### src/rtl/cgj_pkg.sv
// Shared definitions for the co-group merge join matcher.
package cgj_pkg;
    // Ordering of the input A head key against the input B head key.
    typedef enum logic [1:0] {
        ORD_LT = 2'd0,
        ORD_EQ = 2'd1,
        ORD_GT = 2'd2
    } ord_e;
endpackage

### src/rtl/cgj_key_cmp.sv
// Unsigned key comparator.
// Reports how the input A head key orders against the input B head key.
// Assumes both keys are unsigned and of equal width.
module cgj_key_cmp
    import cgj_pkg::*;
#(
    parameter int KEY_W = 16
) (
    input  logic [KEY_W-1:0] key_a,
    input  logic [KEY_W-1:0] key_b,
    output ord_e             ord
);
    // Three-way unsigned comparison.
    always_comb begin
        if (key_a < key_b)       ord = ORD_LT;
        else if (key_a == key_b) ord = ORD_EQ;
        else                     ord = ORD_GT;
    end
endmodule

### src/rtl/cgj_phase.sv
// Per-input end-of-job tracker.
// Remembers which input has already delivered its last record. When both
// inputs are finished it clears both flags so the next job starts clean.
// Assumes each input's last record is consumed exactly once per job.
module cgj_phase (
    input  logic clk,
    input  logic rst_n,
    input  logic a_fire,
    input  logic a_last,
    input  logic b_fire,
    input  logic b_last,
    output logic a_over,
    output logic b_over
);
    logic a_nx, b_nx;

    // Finish state each input would reach after this cycle.
    always_comb begin
        a_nx = a_over | (a_fire & a_last);
        b_nx = b_over | (b_fire & b_last);
    end

    // Record finished inputs; release both once the job is complete.
    always_ff @(posedge clk) begin
        if (!rst_n) begin
            a_over <= 1'b0;
            b_over <= 1'b0;
        end else if (a_nx && b_nx) begin
            a_over <= 1'b0;
            b_over <= 1'b0;
        end else begin
            a_over <= a_nx;
            b_over <= b_nx;
        end
    end


    job_rearm_chk: assert property (@(posedge clk) disable iff (!rst_n)
        (a_over && b_fire && b_last) |=> (!a_over && !b_over));
endmodule

### src/rtl/cgj_out_reg.sv
// Output holding register for join tuples.
// Loads a tuple when told to, keeps it until downstream takes it, and
// reports whether a new tuple could be accepted this cycle.
// Assumes load is only raised while free is high.
module cgj_out_reg #(
    parameter int IDX_W = 16,
    parameter int KEY_W = 16
) (
    input  logic             clk,
    input  logic             rst_n,
    input  logic             load,
    input  logic [IDX_W-1:0] in_a_start,
    input  logic [IDX_W-1:0] in_a_end,
    input  logic [IDX_W-1:0] in_b_start,
    input  logic [IDX_W-1:0] in_b_end,
    input  logic [KEY_W-1:0] in_key,
    output logic             free,
    output logic             o_valid,
    input  logic             o_ready,
    output logic [IDX_W-1:0] o_a_start,
    output logic [IDX_W-1:0] o_a_end,
    output logic [IDX_W-1:0] o_b_start,
    output logic [IDX_W-1:0] o_b_end,
    output logic [KEY_W-1:0] o_key
);
    // Register may take a new tuple when empty or being emptied now.
    always_comb free = !o_valid || o_ready;

    // Valid flag: set on load, cleared when downstream takes the tuple.
    always_ff @(posedge clk) begin
        if (!rst_n)          o_valid <= 1'b0;
        else if (load)       o_valid <= 1'b1;
        else if (o_ready)    o_valid <= 1'b0;
    end

    // Payload capture on load only.
    always_ff @(posedge clk) begin
        if (!rst_n) begin
            o_a_start <= '0;
            o_a_end   <= '0;
            o_b_start <= '0;
            o_b_end   <= '0;
            o_key     <= '0;
        end else if (load) begin
            o_a_start <= in_a_start;
            o_a_end   <= in_a_end;
            o_b_start <= in_b_start;
            o_b_end   <= in_b_end;
            o_key     <= in_key;
        end
    end


    reset_idle_chk: assert property (@(posedge clk) !rst_n |=> !o_valid);

    hold_stable_chk: assert property (@(posedge clk) disable iff (!rst_n)
        (o_valid && !o_ready) |=> (o_valid && $stable(o_a_start) && $stable(o_a_end)
                                   && $stable(o_b_start) && $stable(o_b_end) && $stable(o_key)));
endmodule

### src/rtl/cgj_matcher.sv
// Co-group merge join matcher (top).
// Walks two key-ascending streams of grouped records in merged key order.
// The smaller head is dropped, equal heads are paired into one join tuple.
// Once one stream has ended, the other is drained without output.
// Assumes keys are unique and ascending within each stream, and that every
// job supplies at least one record per stream, the final one flagged last.
module cgj_matcher
    import cgj_pkg::*;
#(
    parameter int IDX_W = 16,
    parameter int KEY_W = 16
) (
    input  logic             clk,
    input  logic             rst_n,
    input  logic             a_valid,
    output logic             a_ready,
    input  logic [IDX_W-1:0] a_start,
    input  logic [IDX_W-1:0] a_end,
    input  logic [KEY_W-1:0] a_key,
    input  logic             a_last,
    input  logic             b_valid,
    output logic             b_ready,
    input  logic [IDX_W-1:0] b_start,
    input  logic [IDX_W-1:0] b_end,
    input  logic [KEY_W-1:0] b_key,
    input  logic             b_last,
    output logic             o_valid,
    input  logic             o_ready,
    output logic [IDX_W-1:0] o_a_start,
    output logic [IDX_W-1:0] o_a_end,
    output logic [IDX_W-1:0] o_b_start,
    output logic [IDX_W-1:0] o_b_end,
    output logic [KEY_W-1:0] o_key
);
    ord_e ord;
    logic free, a_over, b_over, a_fire, b_fire, pair;

    cgj_key_cmp #(.KEY_W(KEY_W)) u_cmp (
        .key_a (a_key),
        .key_b (b_key),
        .ord   (ord)
    );

    cgj_phase u_phase (
        .clk    (clk),
        .rst_n  (rst_n),
        .a_fire (a_fire),
        .a_last (a_last),
        .b_fire (b_fire),
        .b_last (b_last),
        .a_over (a_over),
        .b_over (b_over)
    );

    // Accept a head when it is not larger than the other head, or the other stream ended.
    always_comb begin
        a_ready = free && !a_over && (b_over || (b_valid && ord != ORD_GT));
        b_ready = free && !b_over && (a_over || (a_valid && ord != ORD_LT));
        a_fire  = a_valid && a_ready;
        b_fire  = b_valid && b_ready;
        pair    = a_fire && b_fire;
    end

    cgj_out_reg #(.IDX_W(IDX_W), .KEY_W(KEY_W)) u_out (
        .clk        (clk),
        .rst_n      (rst_n),
        .load       (pair),
        .in_a_start (a_start),
        .in_a_end   (a_end),
        .in_b_start (b_start),
        .in_b_end   (b_end),
        .in_key     (a_key),
        .free       (free),
        .o_valid    (o_valid),
        .o_ready    (o_ready),
        .o_a_start  (o_a_start),
        .o_a_end    (o_a_end),
        .o_b_start  (o_b_start),
        .o_b_end    (o_b_end),
        .o_key      (o_key)
    );


    stall_block_chk: assert property (@(posedge clk) disable iff (!rst_n)
        (o_valid && !o_ready) |-> (!a_ready && !b_ready));

    pair_emit_chk: assert property (@(posedge clk) disable iff (!rst_n)
        (a_fire && b_fire) |=> (o_valid && o_key == $past(b_key)
            && o_a_start == $past(a_start) && o_a_end == $past(a_end)
            && o_b_start == $past(b_start) && o_b_end == $past(b_end)));

    lone_small_chk: assert property (@(posedge clk) disable iff (!rst_n)
        (a_fire && !b_fire && b_valid && !b_over) |-> (a_key < b_key));

    drain_silent_chk: assert property (@(posedge clk) disable iff (!rst_n)
        (a_fire ^ b_fire) |=> !o_valid);

    wait_other_chk: assert property (@(posedge clk) disable iff (!rst_n)
        (!a_over && !b_over && !b_valid) |-> !a_ready);
endmodule

### config.mk
export PLATFORM = sky130hd
export DESIGN_NAME = cgj_matcher
export DESIGN_NICKNAME = d
export VERILOG_FILES = /design/src/rtl/cgj_pkg.sv /design/src/rtl/cgj_key_cmp.sv /design/src/rtl/cgj_phase.sv /design/src/rtl/cgj_out_reg.sv /design/src/rtl/cgj_matcher.sv
export SDC_FILE = /design/constraint.sdc
export NUM_CORES = 1
export LEC_CHECK = 0
export BUFFER_PORTS_ARGS = -buffer_cell sky130_fd_sc_hd__buf_2
export CAP_MARGIN = 20
export CORE_ASPECT_RATIO = 1.75
export CORE_MARGIN = 5
export CORE_UTILIZATION = 34
export CTS_BUF_LIST = sky130_fd_sc_hd__clkbuf_8
export DETAILED_ROUTE_END_ITERATION = 10
export GPL_TIMING_DRIVEN = 0
export PLACE_DENSITY_LB_ADDON = 0.08
export SLEW_MARGIN = 15
export SYNTH_ARGS = -nofsm -noshare
export SYNTH_HDL_FRONTEND = slang
export SYNTH_HIERARCHICAL = 1
export SYNTH_SLANG_ARGS = --single-unit
export TNS_END_PERCENT = 5
### constraint.sdc
create_clock -name clk -period 4.45 [get_ports clk]
set_input_delay 0.89 -clock clk [delete_from_list [all_inputs] [get_ports clk]]
set_output_delay 0.89 -clock clk [all_outputs]
set_load 0.01 [all_outputs]
# == Word-level counts from Yosys, hierarchy flattened ==
# Cells that the tools add are included.
# totals
register_bits,83
latch_bits,0
ramBits,0
rom_bits,0
in_bits,103
word_cells,39
mem_count,0
# classes
n_addsub,0
n_mul,0
n_div,0
order_cmp,1
eq_ne,2
shift,0
muxes,4
n_bitwise,5
reduce_logical,19
# op_table
op,count
$eq A16 B16 Y1,1
$lt A16 B16 Y1,1
$logic_and A1 B1 Y1,10
$mux W2,2
$reduce_bool A2 Y1,2
$logic_not A1 Y1,3
$logic_or A1 B1 Y1,3
$and A1 B1 Y1,2
$mux W1,2
$ne A2 B2 Y1 const B,1
$or A1 B1 Y1,2
$reduce_or A2 Y1,1
$not A1 Y1,1

# == Longest topological paths before layout ==
# logic_depth
depth_word,12
depth_mapped,13

# == Modules after synthesis ==
# Netlist, hierarchy kept.
# by_module_without_submodules
module,n_inst,cells_each,area_per_inst_um2,seq_area_each_um2
cgj_out_reg,1,262,3106.7,1621.6
cgj_key_cmp,1,60,444.2,0.0
cgj_matcher,1,12,87.6,0.0
cgj_phase,1,6,75.1,40.0

# == Worst setup path before layout ==
# No wires, ideal clock.
# synth_path
kind,input port to flip-flop
from,in b_key[14]
to,reg u_out.o_a_end[0]
setup_time_ps,116
arrival_ps,3336
t_required_ps,4334
path_slack_ps,998
cell_stages,13
path_buffers,2
cell_sequence,inv_1 -> ha_1 -> nand4_2 -> nor4_4 -> a21bo_1 -> a31oi_1 -> nor2_1 -> a2111oi_4 -> and3_1 -> buf_6 -> buf_8 -> mux2i_1 -> nor2b_1
# synth_via
elab_chain_len,9
# synth_lines
element,line,source
"start, declared",cgj_matcher.sv:25,"input logic [KEY_W-1:0] b_key,"
"parallel branches: the longest is 2 deep, another holds $lt A16 B16 Y1",--,
$mux W2 *,cgj_key_cmp.sv:15,if (key_a < key_b) ord = ORD_LT;
via ord[0],cgj_matcher.sv:35,ord_e ord;
$ne A2 B2 Y1 *,cgj_matcher.sv:57,a_ready = free && !a_over && (b_over || (b_valid && ord != ORD_GT));
$logic_and A1 B1 Y1 *,cgj_matcher.sv:57,
$logic_or A1 B1 Y1 *,cgj_matcher.sv:57,
$logic_and A1 B1 Y1 *,cgj_matcher.sv:57,
via a_ready,cgj_matcher.sv:16,"output logic a_ready,"
$logic_and A1 B1 Y1 *,cgj_matcher.sv:59,a_fire = a_valid && a_ready;
$logic_and A1 B1 Y1 *,cgj_matcher.sv:61,pair = a_fire && b_fire;
via pair,cgj_matcher.sv:36,"logic free, a_over, b_over, a_fire, b_fire, pair;"
"end signal, assigned",cgj_out_reg.sv:46,o_a_end <= in_a_end;
"end, declared",cgj_out_reg.sv:21,"output logic [IDX_W-1:0] o_a_end,"
# Mark *: on every way through the listed nets, which the timed path passes.
# A chain may end at the register's enable or synchronous reset.

# == Final worst setup path ==
# layout_path
from,in a_key[15]
to,out a_ready
# layout_via
elab_chain_len,7
# layout_lines
element,line,source
"start, declared",cgj_matcher.sv:19,"input logic [KEY_W-1:0] a_key,"
"parallel branches: the longest is 2 deep, another holds $lt A16 B16 Y1",--,
$mux W2 *,cgj_key_cmp.sv:15,
via ord[0],cgj_matcher.sv:35,
$ne A2 B2 Y1 *,cgj_matcher.sv:57,
$logic_and A1 B1 Y1 *,cgj_matcher.sv:57,
$logic_or A1 B1 Y1 *,cgj_matcher.sv:57,
$logic_and A1 B1 Y1 *,cgj_matcher.sv:57,
"end, declared",cgj_matcher.sv:16,
# Marks and branches as above.

==> flow_metrics.env <==
export IMPL_clockBufferDepth=2
export IMPL_max_cap_violations=0
export IMPL_worst_hold_path_type="reg2reg"
export IMPL_timing_critical_path_mode_cell="buf_2"
export IMPL_finalMaxSlewViolations=0
export IMPL_synth_lib_cells_used_distinct=30
export IMPL_critical_path_n_buffers_inverters=2
export IMPL_critPathTopFamily="compound AO/OA/AOI/OAI gates"
export IMPL_clockRootBuffer="clkbuf_8"
export IMPL_area_growth_from_synthesis_to_layout_pct=34.23
export IMPL_utilization_pct=46.60
export IMPL_post_synth_instance_area_sq_mm=0.003714
export IMPL_tritoncts_buffers=9
export IMPL_antenna_diode_count=0
export IMPL_placementRows=50
export IMPL_synth_top_cells_by_area="dfxtp_1, mux2i_1, nor2b_1, ha_1, buf_8"
export IMPL_timing_final_hold_violations=0
export IMPL_drt_first_pass_iters=4
export IMPL_die_x_um=89
export IMPL_die_area_sq_mm=0.01319
export IMPL_layout_nets=655
export IMPL_layout_worst_path_cycle_share_pct=87.80
export IMPL_synth_top_cell_area_share_pct=44.74
export IMPL_setup_worst_path_start_class="input pin"
export IMPL_yosysSeqAreaShare_pct=44.74
export IMPL_whs_endpoint="u_out/o_a_start[4]"
export IMPL_post_cts_setup_buffers=0
export IMPL_hold_path_startpoint="u_out/o_a_start[4]"
export IMPL_worst_endpoint_required_ns=3.56
export IMPL_worst_slew_pin_slew_ns=0.4141
export IMPL_slowest_delay_ns=0.40
export IMPL_synthDominantAreaCellType="dfxtp_1"
export IMPL_layout_min_cycle_time_ns=3.907
export IMPL_clock_sink_count=83
export IMPL_timing_critical_path_to_type="primary output"
export IMPL_route_detailed_vias_per_inst=4.488
export IMPL_synth_ff_latch_count=83
export IMPL_cts_repair_resized=0
export IMPL_cts_hold_buf=0
export IMPL_h_tree_depth=3
export IMPL_number_of_nets_with_antenna_violations_after_detailed_routing=0
export IMPL_grt_pass1_wl_um=14790
export IMPL_worstReg2RegStart="u_phase/b_over"
export IMPL_cell_depth_of_the_worst_min_delay_path=2
export IMPL_tritoncts="built"
export IMPL_gp_congestion=0.7858
export IMPL_tns_ns=0
export IMPL_num_io_pins=186
export IMPL_static_leakage_power_nw=2.229
export IMPL_layout_filler_cells=1087
export IMPL_placedCellCount=655
export IMPL_setup_ws_ns=0.5430
export IMPL_mean_instance_size_in_the_synthesized_netlist_sq_um=10.92
export IMPL_timing_critical_path_arrival_ns=3.02
export IMPL_timing_critical_path_cells="buf_2 > ha_1 > nand4_2 > nor4_4 > a21bo_1 > a31oi_1 > nor2_1 > a2111oi_4 > buf_2"
export IMPL_crit_fanout=3
export IMPL_synthCells=340
export IMPL_antenna_found_initial=0
export IMPL_rsz_0062_raised_after_global_routing="no"
export IMPL_slew_headroom_pct=72.39
export IMPL_grt_ovfl_total=0
export IMPL_timing_reg2reg_worst_path_depth=7
export IMPL_setup_violations_final=0
export IMPL_place_ws_ns=0.5226
export IMPL_grt_total_usage_pct=14.42
export IMPL_grt_max_degree=14
export IMPL_routed_len_inst_um=14.34
export IMPL_synth_warning_count=6
export IMPL_drc=0
export IMPL_final_layout_size_suffix_gt1_share_pct=40.19
export IMPL_worst_path_max_delay_cell="a2111oi_4"
export IMPL_status="finished, final reports clean"
export IMPL_timing_clock_skew_ns=0.005152
export IMPL_power_density_mw_per_mm2=289.6
export IMPL_r2r_end="u_out/o_key[5]"
export IMPL_routed_vias=3007
export IMPL_detailed_place_hpwl_um=7820
export IMPL_vias_in_the_first_global_route=3147
export IMPL_worstSetupPathType="in2out"
export IMPL_placement_io_buffers=185
export IMPL_dieHeight_um=148.3
export IMPL_start_util_pct=34.71
export IMPL_design_core_area_sq_mm=0.01070
export IMPL_achievable_frequency_ghz=0.2560
export IMPL_setup_reg_to_reg_worst_slack_ns=2.59
export IMPL_syn_nets=459
export IMPL_vdd_ir_drop_worst_v=0.0001694
export IMPL_finalNonFillerCells=670
export IMPL_clk_pin_slew_ns=0.08
export IMPL_initialDrtViolationCount=79
export IMPL_totalWireLength_um=9605
export IMPL_clk_insertion_delay_late_ns=0.35
## synthesized netlist by cell type
master,n
dfxtp_1,83
nor2b_1,81
mux2i_1,80
inv_1,19
ha_1,16
a21oi_1,8
buf_8,8
clkbuf_1,8
nand2_1,4
nor2_1,4
o21ai_0,4
a31oi_1,2
and2_1,2
and3_1,2
nand2b_1,2
nand4_2,2
nor3_1,2
a2111oi_4,1
a21bo_1,1
a21boi_0,1
a21o_1,1
a21oi_2,1
and4_1,1
buf_6,1
clkbuf_2,1
nand2b_2,1
nand4_1,1
nor3b_2,1
nor4_2,1
nor4_4,1
## layout by cell type, fill, tap and decap left out, drive strengths merged
cell | Yosys | routed
and3 | 2 | 2
nor2 | 4 | 4
mux2i | 80 | 80
clkbuf | 9 | 18
ha | 16 | 16
and2 | 2 | 2
and4 | 1 | 1
a21o | 1 | 1
a21oi | 9 | 9
a2111oi | 1 | 1
nor3 | 2 | 2
clkinvlp | 0 | 2
buf | 9 | 194
inv | 19 | 20
a21boi | 1 | 1
nor2b | 81 | 81
nor3b | 1 | 1
nand4 | 3 | 3
dfxtp | 83 | 83
bufinv | 0 | 1
a31oi | 2 | 2
o21ai | 4 | 4
nor4 | 2 | 2
nand2b | 3 | 3
nand2 | 4 | 4
a21bo | 1 | 1
clkinv | 0 | 2
## worst max path at each step
stage	start	end	slack [ns]	depth (start not counted)
after floorplan	b_key[14]	u_out/o_a_end[0]	1.0	13
after global placement	a_key[15]	a_ready	0.51	9
after detailed placement	a_key[14]	a_ready	0.52	9
after CTS	a_key[15]	a_ready	0.52	9
after global routing	a_key[14]	a_ready	0.40	9
final	a_key[15]	a_ready	0.54	9
## where the power goes
part | total, mW | switching, mW | internal (mW) | leakage (nW)
registers | 0.757 | 0.00563 | 0.752 | 0.669
clock network | 0.520 | 0.268 | 0.252 | 0.0923
logic | 0.166 | 0.0773 | 0.0885 | 1.47
total | 1.44 | 0.351 | 1.09 | 2.23
## state kept, by name, indices dropped and copies added (netlist names)
| signal | cells |
|---|---|
| u_out/o_a_start | 16 |
| u_out/o_valid | 1 |
| u_out/o_a_end | 16 |
| u_out/o_key | 16 |
| u_phase/b_over | 1 |
| u_out/o_b_start | 16 |
| u_out/o_b_end | 16 |
| u_phase/a_over | 1 |
## logic make-up (layout without fill, tap and decap cells)
| family | Yosys count | in the layout | synth area share (%) |
|---|---|---|---|
| AO/OA/AOI/OAI | 19 | 19 | 3.605 |
| adder cells (fa/ha/maj) | 16 | 16 | 5.391 |
| buffers and inverters | 37 | 237 | 6.402 |
| flip-flops | 83 | 83 | 44.74 |
| multiplexers | 80 | 80 | 21.56 |
| AND/OR/NAND/NOR | 105 | 105 | 18.29 |
## cell type report
type | instances | area (sq um) | share of cell area, %
Clock inverter | 6 | 58.81 | 1.180
Clock buffer | 9 | 123.9 | 2.485
Sequential cell | 83 | 1662 | 33.33
Tap cell | 130 | 162.7 | 3.263
Timing Repair Buffer | 185 | 925.9 | 18.57
Inverter | 19 | 71.32 | 1.431
Buffer | 18 | 166.4 | 3.338
Multi-Input combinational cell | 220 | 1814 | 36.40
## metrics by stage
step,power [mW],instance area (sq um),hold slack [ns]
2_1_floorplan,0.8650,3714,0.5318
3_3_place_gp,0.9410,4802,0.4921
3_5_place_dp,0.9442,4802,0.5022
4_1_cts,1.478,4985,0.5243
5_1_grt,1.517,4985,0.5359
6_report,1.444,4985,0.5165
## worst reg2reg max path, delay by kind of cell (launching register included)
kind | cells | cell delay [ns]
mux | 1 | 0.21
buf+inv | 2 | 0.40
flops | 1 | 0.37
simple gates | 3 | 0.38
compound gates | 1 | 0.40
## per-layer routing
layer  wire length [um]  track usage [%]  vias to the layer above
met1               3485            14.91                     1353
met3                791            4.157                       17
li1                   -                -                     1524
met5                  0                0                        -
met4                265            7.079                        0
met2               5063            25.74                      113
Note: power is estimated with default switching activity, not from simulation.
